==> src/rtl/mla_pkg.sv <==
package mla_pkg;

    typedef logic [3:0] tt_code_t;

    // Truth-table codes: bit 3 is chosen for select {b,a}=00, bit 0 for 11
    localparam tt_code_t TT_ZERO   = 4'b0000;
    localparam tt_code_t TT_AND    = 4'b0001;
    localparam tt_code_t TT_PASS_B = 4'b0011;
    localparam tt_code_t TT_PASS_A = 4'b0101;
    localparam tt_code_t TT_XOR    = 4'b0110;
    localparam tt_code_t TT_OR     = 4'b0111;
    localparam tt_code_t TT_NOR    = 4'b1000;
    localparam tt_code_t TT_XNOR   = 4'b1001;
    localparam tt_code_t TT_NOT_B  = 4'b1100;

    typedef enum logic [2:0] {
        BOP_ADD = 3'd0,
        BOP_SUB = 3'd1,
        BOP_AND = 3'd2,
        BOP_OR  = 3'd3,
        BOP_XOR = 3'd4,
        BOP_NOR = 3'd5,
        BOP_SLL = 3'd6,
        BOP_SRL = 3'd7
    } base_op_e;

    typedef enum logic [1:0] {
        CIN_ZERO = 2'd0,
        CIN_ONE  = 2'd1,
        CIN_FLAG = 2'd2
    } cin_src_e;

    typedef struct packed {
        tt_code_t u_code;
        tt_code_t v_code;
        cin_src_e cin_src;
        logic     sel_lt;
        logic     valid;
    } ctl_t;

    function automatic logic tt_eval(input tt_code_t code, input logic a, input logic b);
        return code[{~b, ~a}];
    endfunction

    function automatic ctl_t decode_op(input logic [3:0] op);
        ctl_t     c;
        base_op_e base;
        logic     variant;
        base    = base_op_e'(op[2:0]);
        variant = op[3];
        c = '{u_code: TT_ZERO, v_code: TT_ZERO, cin_src: CIN_ZERO, sel_lt: 1'b0, valid: 1'b0};
        case (base)
            BOP_ADD: begin
                c.u_code  = TT_PASS_A;
                c.v_code  = TT_PASS_B;
                c.cin_src = variant ? CIN_FLAG : CIN_ZERO;
                c.valid   = 1'b1;
            end
            BOP_SUB: begin
                c.u_code  = TT_PASS_A;
                c.v_code  = TT_NOT_B;
                c.cin_src = variant ? CIN_FLAG : CIN_ONE;
                c.sel_lt  = ~variant;
                c.valid   = 1'b1;
            end
            BOP_AND: begin
                c.u_code  = variant ? TT_XNOR : TT_AND;
                c.cin_src = variant ? CIN_ONE : CIN_ZERO;
                c.valid   = 1'b1;
            end
            BOP_OR: begin
                c.u_code = variant ? TT_ZERO : TT_OR;
                c.valid  = ~variant;
            end
            BOP_XOR: begin
                c.u_code = variant ? TT_ZERO : TT_XOR;
                c.valid  = ~variant;
            end
            BOP_NOR: begin
                c.u_code = variant ? TT_ZERO : TT_NOR;
                c.valid  = ~variant;
            end
            default: ;
        endcase
        return c;
    endfunction

endpackage

==> src/rtl/mla_decode.sv <==
module mla_decode
    import mla_pkg::*;
(
    input  logic [3:0] op_i,
    input  logic       carry_flag_i,
    output tt_code_t   u_code_o,
    output tt_code_t   v_code_o,
    output logic       cin_o,
    output logic       sel_lt_o,
    output logic       valid_o
);
    ctl_t ctl;

    always_comb begin
        ctl      = decode_op(op_i);
        u_code_o = ctl.u_code;
        v_code_o = ctl.v_code;
        sel_lt_o = ctl.sel_lt;
        valid_o  = ctl.valid;
        case (ctl.cin_src)
            CIN_ONE:  cin_o = 1'b1;
            CIN_FLAG: cin_o = carry_flag_i;
            default:  cin_o = 1'b0;
        endcase
    end
endmodule

==> src/rtl/mla_tt_plane.sv <==
module mla_tt_plane
    import mla_pkg::*;
#(
    parameter int unsigned DATA_W = 16
) (
    input  tt_code_t          code_i,
    input  logic [DATA_W-1:0] a_i,
    input  logic [DATA_W-1:0] b_i,
    output logic [DATA_W-1:0] y_o
);
    for (genvar i = 0; i < DATA_W; i++) begin : g_cell
        assign y_o[i] = tt_eval(code_i, a_i[i], b_i[i]);
    end
endmodule

==> src/rtl/mla_adder.sv <==
module mla_adder #(
    parameter int unsigned DATA_W  = 16,
    parameter int unsigned GROUP_W = 4
) (
    input  logic [DATA_W-1:0] u_i,
    input  logic [DATA_W-1:0] v_i,
    input  logic              cin_i,
    output logic [DATA_W-1:0] sum_o,
    output logic              cout_o
);
    localparam int unsigned N_GROUPS = DATA_W / GROUP_W;

    logic [N_GROUPS:0] carry;

    assign carry[0] = cin_i;

    for (genvar g = 0; g < N_GROUPS; g++) begin : g_grp
        logic [GROUP_W:0] part;
        assign part = {1'b0, u_i[g*GROUP_W +: GROUP_W]}
                    + {1'b0, v_i[g*GROUP_W +: GROUP_W]}
                    + {{GROUP_W{1'b0}}, carry[g]};
        assign sum_o[g*GROUP_W +: GROUP_W] = part[GROUP_W-1:0];
        assign carry[g+1] = part[GROUP_W];
    end

    assign cout_o = carry[N_GROUPS];
endmodule

==> src/rtl/mla_flags.sv <==
module mla_flags #(
    parameter int unsigned DATA_W = 16
) (
    input  logic [DATA_W-1:0] sum_i,
    input  logic              cout_i,
    input  logic              a_msb_i,
    input  logic              b_msb_i,
    input  logic              sel_lt_i,
    input  logic              valid_i,
    input  logic              out_en_n_i,
    output logic [DATA_W-1:0] result_o,
    output logic              carry_out_o,
    output logic              less_than_o
);
    logic signs_differ;
    logic lt_raw;

    always_comb begin
        signs_differ = a_msb_i ^ b_msb_i;
        lt_raw       = signs_differ ? a_msb_i : sum_i[DATA_W-1];
        less_than_o  = sel_lt_i & lt_raw;
        carry_out_o  = valid_i & cout_i;
        result_o     = (valid_i && !out_en_n_i) ? sum_i : '0;
    end
endmodule

==> src/rtl/mla_alu_core.sv <==
module mla_alu_core
    import mla_pkg::*;
#(
    parameter int unsigned DATA_W  = 16,
    parameter int unsigned GROUP_W = 4
) (
    input  logic [3:0]        op_i,
    input  logic [DATA_W-1:0] a_i,
    input  logic [DATA_W-1:0] b_i,
    input  logic              carry_flag_i,
    input  logic              out_en_n_i,
    output logic [DATA_W-1:0] result_o,
    output logic              carry_out_o,
    output logic              less_than_o
);
    tt_code_t          u_code;
    tt_code_t          v_code;
    logic              cin;
    logic              sel_lt;
    logic              valid;
    logic [DATA_W-1:0] u_plane;
    logic [DATA_W-1:0] v_plane;
    logic [DATA_W-1:0] sum;
    logic              cout;

    mla_decode i_decode (
        .op_i         (op_i),
        .carry_flag_i (carry_flag_i),
        .u_code_o     (u_code),
        .v_code_o     (v_code),
        .cin_o        (cin),
        .sel_lt_o     (sel_lt),
        .valid_o      (valid)
    );

    mla_tt_plane #(.DATA_W(DATA_W)) i_plane_u (
        .code_i (u_code),
        .a_i    (a_i),
        .b_i    (b_i),
        .y_o    (u_plane)
    );

    mla_tt_plane #(.DATA_W(DATA_W)) i_plane_v (
        .code_i (v_code),
        .a_i    (a_i),
        .b_i    (b_i),
        .y_o    (v_plane)
    );

    mla_adder #(.DATA_W(DATA_W), .GROUP_W(GROUP_W)) i_adder (
        .u_i    (u_plane),
        .v_i    (v_plane),
        .cin_i  (cin),
        .sum_o  (sum),
        .cout_o (cout)
    );

    mla_flags #(.DATA_W(DATA_W)) i_flags (
        .sum_i       (sum),
        .cout_i      (cout),
        .a_msb_i     (a_i[DATA_W-1]),
        .b_msb_i     (b_i[DATA_W-1]),
        .sel_lt_i    (sel_lt),
        .valid_i     (valid),
        .out_en_n_i  (out_en_n_i),
        .result_o    (result_o),
        .carry_out_o (carry_out_o),
        .less_than_o (less_than_o)
    );
endmodule

==> config.mk <==
export PLATFORM = sky130hd
export DESIGN_NAME = mla_alu_core
export DESIGN_NICKNAME = d
export VERILOG_FILES = /design/src/rtl/mla_pkg.sv /design/src/rtl/mla_decode.sv /design/src/rtl/mla_tt_plane.sv /design/src/rtl/mla_adder.sv /design/src/rtl/mla_flags.sv /design/src/rtl/mla_alu_core.sv
export SDC_FILE = /design/constraint.sdc
export NUM_CORES = 1
export LEC_CHECK = 0
export BUFFER_PORTS_ARGS = -buffer_cell sky130_fd_sc_hd__buf_2
export CAP_MARGIN = 10
export CORE_MARGIN = 4
export CORE_UTILIZATION = 45
export DETAILED_ROUTE_END_ITERATION = 16
export PLACE_DENSITY = 0.72
export SLEW_MARGIN = 40
export SYNTH_ARGS = -nofsm -noshare
export SYNTH_HDL_FRONTEND = slang
export SYNTH_SLANG_ARGS = --single-unit
==> constraint.sdc <==
create_clock -name vclk -period 7.2
set_clock_uncertainty 0.15 [all_clocks]
set_input_delay 0.72 -clock vclk [all_inputs]
set_output_delay 0.72 -clock vclk [all_outputs]
set_load 0.03 [all_outputs]
==> flow_summary.json, run 1 <==
{
  "status": "finished, final reports clean",
  "start_util": 0.466,
  "worst_slew_pin_slew_ns": 0.589,
  "critPathMaxFanout": 4,
  "fin_crit_ns": 6.98,
  "final_antenna_net_count": 0,
  "synth_nets": 364,
  "max_freq_mhz": 143,
  "n_antenna_cell": 0,
  "yosys.area.top_type_share": 0.0910,
  "hold_viol": 0,
  "ys_types": 45,
  "nClkBuffers": 0,
  "period_share": 0.970,
  "crit_path_start_kind": "input port",
  "seqPwrFrac": 0,
  "grt_pass1_vias": 2268,
  "cp.arrival_ns": 6.11,
  "dieWidth_um": 77.9,
  "maxSlewHeadroom": 0.607,
  "fin_cells": 425,
  "pin_count": 56,
  "vias_per_cell": 5.71,
  "p_leak_uw": 0.00112,
  "p_switching_uw": 103,
  "placedCellCount": 421,
  "core-area_sq_um": 4720,
  "n_sequential_cell": 0,
  "rows": 25,
  "end_kind": "output port",
  "maxCapViolCount": 0,
  "synth.largest_area_cell": "a21oi_1",
  "routed_wl_mm": 6.27,
  "drt-pass1-iter-count": 4,
  "synthTopCellsByCount": "40 x a21oi_1, 22 x nand2_1, 22 x nor2_1",
  "synth_top_cells_by_area": "a21oi_1 9.1%, ha_1 8.0%, fa_1 7.3%",
  "p_comb_frac": 1.000,
  "avgRoutedWirePerCell_um": 14.8,
  "synth_most_common_cell": "a21oi_1",
  "p_int_uw": 79.0,
  "nets": 420,
  "die_y_um": 77.9,
  "crit_required_ns": 6.33,
  "seq_area_sq_um": 0,
  "ctsHoldBuffers": 0,
  "portBuffers": 56,
  "slew_violations": 0,
  "die_area_sq_um": 6070,
  "hp-class": "in -> out",
  "dpl.hpwl_mm": 4.61,
  "syn-instance-count": 304,
  "drive_above_1_share": 0.335,
  "avgSynthCellArea_sq_um": 7.24,
  "netlist_area_sq_um": 2200,
  "yosys_warnings": 0,
  "nFillCells": 451,
  "critPathKind": "in -> out",
  "multiInputGateArea_sq_um": 2020,
  "syn_to_final_growth_pct": 19.9,
  "grt_util_all_layers": 0.197,
  "switching_share": 0.565,
  "grt_first_pass_wirelength_mm": 10.4,
  "route.detailed.drc": 0,
  "power_density_nw_per_um2": 68.9,
  "ys_seq_area_frac": 0,
  "ir_drop_mv": 0.0237,
  "overflow": 0,
  "hold_path.startpoint": "a_i[15]",
  "p_clk_frac": 0,
  "antenna_found_initial": 0,
  "grt_max_degree": 29,
  "via_count": 2427,
  "cp-startpoint": "op_i[1]",
  "setup_viol": 0,
  "place_congestion": 0.784,
  "first_iter_violations": 91,
  "setup_tns_ns": 0
}
-- cell type report --
cell class,count,area share
multi-input combinational,265,0.768
timing repair buffer,77,0.178
tap,67,0.0318
inverter,16,0.0228
-- power groups by stage --
stage / clock (uW) / combinational [uW] / sequential [uW]
after floorplan: 0 / 124 / 0
after global placement: 0 / 169 / 0
after detailed placement: 0 / 171 / 0
after CTS: 0 / 172 / 0
after global routing: 0 / 200 / 0
final: 0 / 182 / 0
-- metrics by stage --
stage	power, uW	utilization	hold WS (ns)	setup WS [ns]	area (sq um)
2_1_floorplan	124	-	1.51	0.0291	2210
3_3_place_gp	169	0.534	1.69	0.0952	2520
3_5_place_dp	171	0.534	1.70	-0.0488	2520
4_1_cts	172	0.536	1.70	0.0412	2530
5_1_grt	200	0.558	1.74	-0.0152	2640
6_report	182	0.558	1.70	0.217	2640
-- path summary, 6_finish.rpt --
check / slack, ns / end / depth (start not counted)
setup / recovery: 0.22 / carry_out_o / 27
hold / removal: 1.70 / less_than_o / 4
-- what timing repair did --
action | CTS | global route
gates resized for setup | 2 | 32
pin swaps | 0 | 16
endpoints found under the setup margin | 1 | 5
gates cloned | 0 | 0
buffers inserted | 1 | 3
-- logic make-up after synthesis --
group                    Yosys count  synth area share
AO/OA/AOI/OAI                    108             0.313
XOR/XNOR                          20            0.0796
adder cells (fa/ha/maj)           22             0.152
buffers and inverters             39             0.109
multiplexers                      14            0.0705
AND/OR/NAND/NOR                  101             0.275
-- worst max-delay path: stages --
cell and delay [ns]:
buf_8 0.11, nor2_4 0.10, mux2i_1 0.07, or2_1 0.24, ha_1 0.28, or2_4 0.24
fa_2 0.42, fa_2 0.41, o21ai_2 0.13, a21oi_2 0.08, fa_2 0.42, fa_2 0.41
nor2b_2 0.15, o21ai_2 0.06, nand2b_1 0.10, fa_2 0.23, inv_2 0.05, fa_2 0.36
inv_2 0.05, a21o_1 0.11, a21oi_2 0.06, fa_2 0.41, fa_2 0.42, nor2b_4 0.13
o21ai_2 0.06, a21oi_2 0.14, buf_6 0.14
-- cells in the final DEF (no fill, tap or decap), types with 6 or more instances in the layout --
master / instances
a22o_1: 8
nand2b_1: 6
mux2_2: 12
nor2_1: 21
a21oi_1: 37
buf_2: 53
xnor2_1: 10
fa_2: 8
buf_4: 20
o32ai_1: 11
nor3_1: 8
ha_1: 14
inv_1: 14
xor2_1: 10
nor4bb_1: 11
nand2_1: 22
o22ai_1: 13
o21ai_0: 11
-- per-layer routing --
layer / track usage / part of all wire / vias up
met5: 0 / 0 / -
met4: 0.0280 / 0.0067 / 0
met3: 0.0197 / 0.063 / 4
met2: 0.332 / 0.46 / 76
met1: 0.276 / 0.47 / 1112
li1: - / - / 1235
No activity file was read; power rests on OpenSTA's default activity.
==> run 2: changes to the inputs <==
- MAX_ROUTING_LAYER: default -> met4
==> run 2 against run 1 <==
Effect of this change: sequential share of layout area is the same; worst setup slack worse by 0.0010 ns; highest routed layer unchanged; critical path depth did not move.
==> flow_summary.json, run 2 (synthesis results as in run 1) <==
{
  "status": "finished, final reports clean",
  "die_y_um": 77.9,
  "period_share": 0.970,
  "ctsHoldBuffers": 0,
  "ir_drop_mv": 0.0236,
  "dieWidth_um": 77.9,
  "final_cell_mix": "53 x buf_2, 37 x a21oi_1, 22 x nand2_1",
  "route.detailed.drc": 0,
  "final_common_cell": "buf_2",
  "routed_wl_mm": 6.24,
  "overflow": 0,
  "critPathKind": "in -> out",
  "p_comb_frac": 1.000,
  "critPathMaxFanout": 4,
  "seqPwrFrac": 0,
  "p_int_uw": 79.0,
  "avgRoutedWirePerCell_um": 14.7,
  "p_leak_uw": 0.00112,
  "final_antenna_net_count": 0,
  "crit_path_start_kind": "input port",
  "grt_first_pass_wirelength_mm": 10.4,
  "slew_violations": 0,
  "p_switching_uw": 103,
  "n_antenna_cell": 0,
  "power_density_nw_per_um2": 68.9,
  "place_congestion": 0.795,
  "max_freq_mhz": 143,
  "start_util": 0.466,
  "die_area_sq_um": 6070,
  "grt_pass1_vias": 2273,
  "nets": 420,
  "hold_path.startpoint": "a_i[15]",
  "rows": 25,
  "min_path_cells": 4,
  "maxCapViolCount": 0,
  "dp_slack_ns": -0.0488,
  "hp-class": "in -> out",
  "dpl.hpwl_mm": 4.61,
  "fin_crit_ns": 6.98,
  "syn_to_final_growth_pct": 19.9,
  "setup_viol": 0,
  "drt-pass1-iter-count": 4,
  "grt_max_degree": 29,
  "maxSlewHeadroom": 0.614,
  "antenna_found_initial": 0,
  "seq_area_sq_um": 0,
  "p_clk_frac": 0,
  "fin_area_sq_um": 2640,
  "hold_viol": 0,
  "first_iter_violations": 97,
  "crit_required_ns": 6.33,
  "switching_share": 0.565,
  "setup_tns_ns": 0,
  "end_kind": "output port",
  "vias_per_cell": 5.72,
  "setup_ws_ns": 0.216,
  "portBuffers": 56,
  "worst_slew_pin_slew_ns": 0.579,
  "cp.arrival_ns": 6.11,
  "nClkBuffers": 0,
  "core-area_sq_um": 4720,
  "holdPathEnd": "less_than_o",
  "via_count": 2432,
  "n_sequential_cell": 0,
  "drive_above_1_share": 0.335,
  "grt_util_all_layers": 0.202,
  "placed_area_sq_um": 2520,
  "pin_count": 56
}
[run 2: cell counts in the layout (fill, tap and decap cells not counted)]
Identical to the previous run, type by type.
[run 2: power groups by stage]
stage / Sequential (uW) / Clock, uW / Combinational, uW
6_report: 0 / 0 / 182
5_1_grt: 0 / 0 / 200
4_1_cts: 0 / 0 / 172
3_5_place_dp: 0 / 0 / 171
3_3_place_gp: 0 / 0 / 169
2_1_floorplan: 0 / 0 / 124
[run 2: worst max path at each step]
stage	start	endpoint	slack (ns)
2_1_floorplan	op_i[1]	carry_out_o	0.03
3_3_place_gp	op_i[1]	carry_out_o	0.1
3_5_place_dp	op_i[1]	carry_out_o	-0.05
4_1_cts	op_i[1]	carry_out_o	0.04
5_1_grt	op_i[1]	carry_out_o	-0.02
6_report	op_i[1]	carry_out_o	0.22
[run 2: final cells by class]
cell class                 instances  area (sq um)
fill                             451          2090
inverter                          16          60.1
multi-input combinational        265          2020
tap                               67          83.8
timing repair buffer              77           468
[run 2: repair_timing]
item,CTS,global route
pin swaps,0,16
setup endpoints to repair,1,5
buffers inserted,1,3
resized for setup,2,32
[run 2: routing by layer]
metal	track usage	up-vias	routed length, um
met5	-	-	0
met4	0.0297	0	40
met3	0.0174	4	386
met2	0.331	80	2890
met1	0.276	1112	2920
li1	-	1236	-
[run 2: worst max-delay path, stage by stage]
cell and delay (ns):
buf_8 0.11, nor2_4 0.10, mux2i_1 0.07, or2_1 0.24
ha_1 0.28, or2_4 0.24, fa_2 0.42, fa_2 0.41
o21ai_2 0.13, a21oi_2 0.08, fa_2 0.42, fa_2 0.41
nor2b_2 0.15, o21ai_2 0.06, nand2b_1 0.10, fa_2 0.23
inv_2 0.05, fa_2 0.36, inv_2 0.05, a21o_1 0.11
a21oi_2 0.06, fa_2 0.41, fa_2 0.42, nor2b_4 0.13
o21ai_2 0.06, a21oi_2 0.14, buf_6 0.14
[run 2: per-stage QoR]
stage               utilization  hold slack, ns  total power [uW]  cells
floorplan                     -            1.51               124    304
global placement          0.534            1.69               169    421
detailed placement        0.534            1.70               171    421
CTS                       0.536            1.70               172    422
global route              0.558            1.74               200    425
finish                    0.558            1.70               182    425
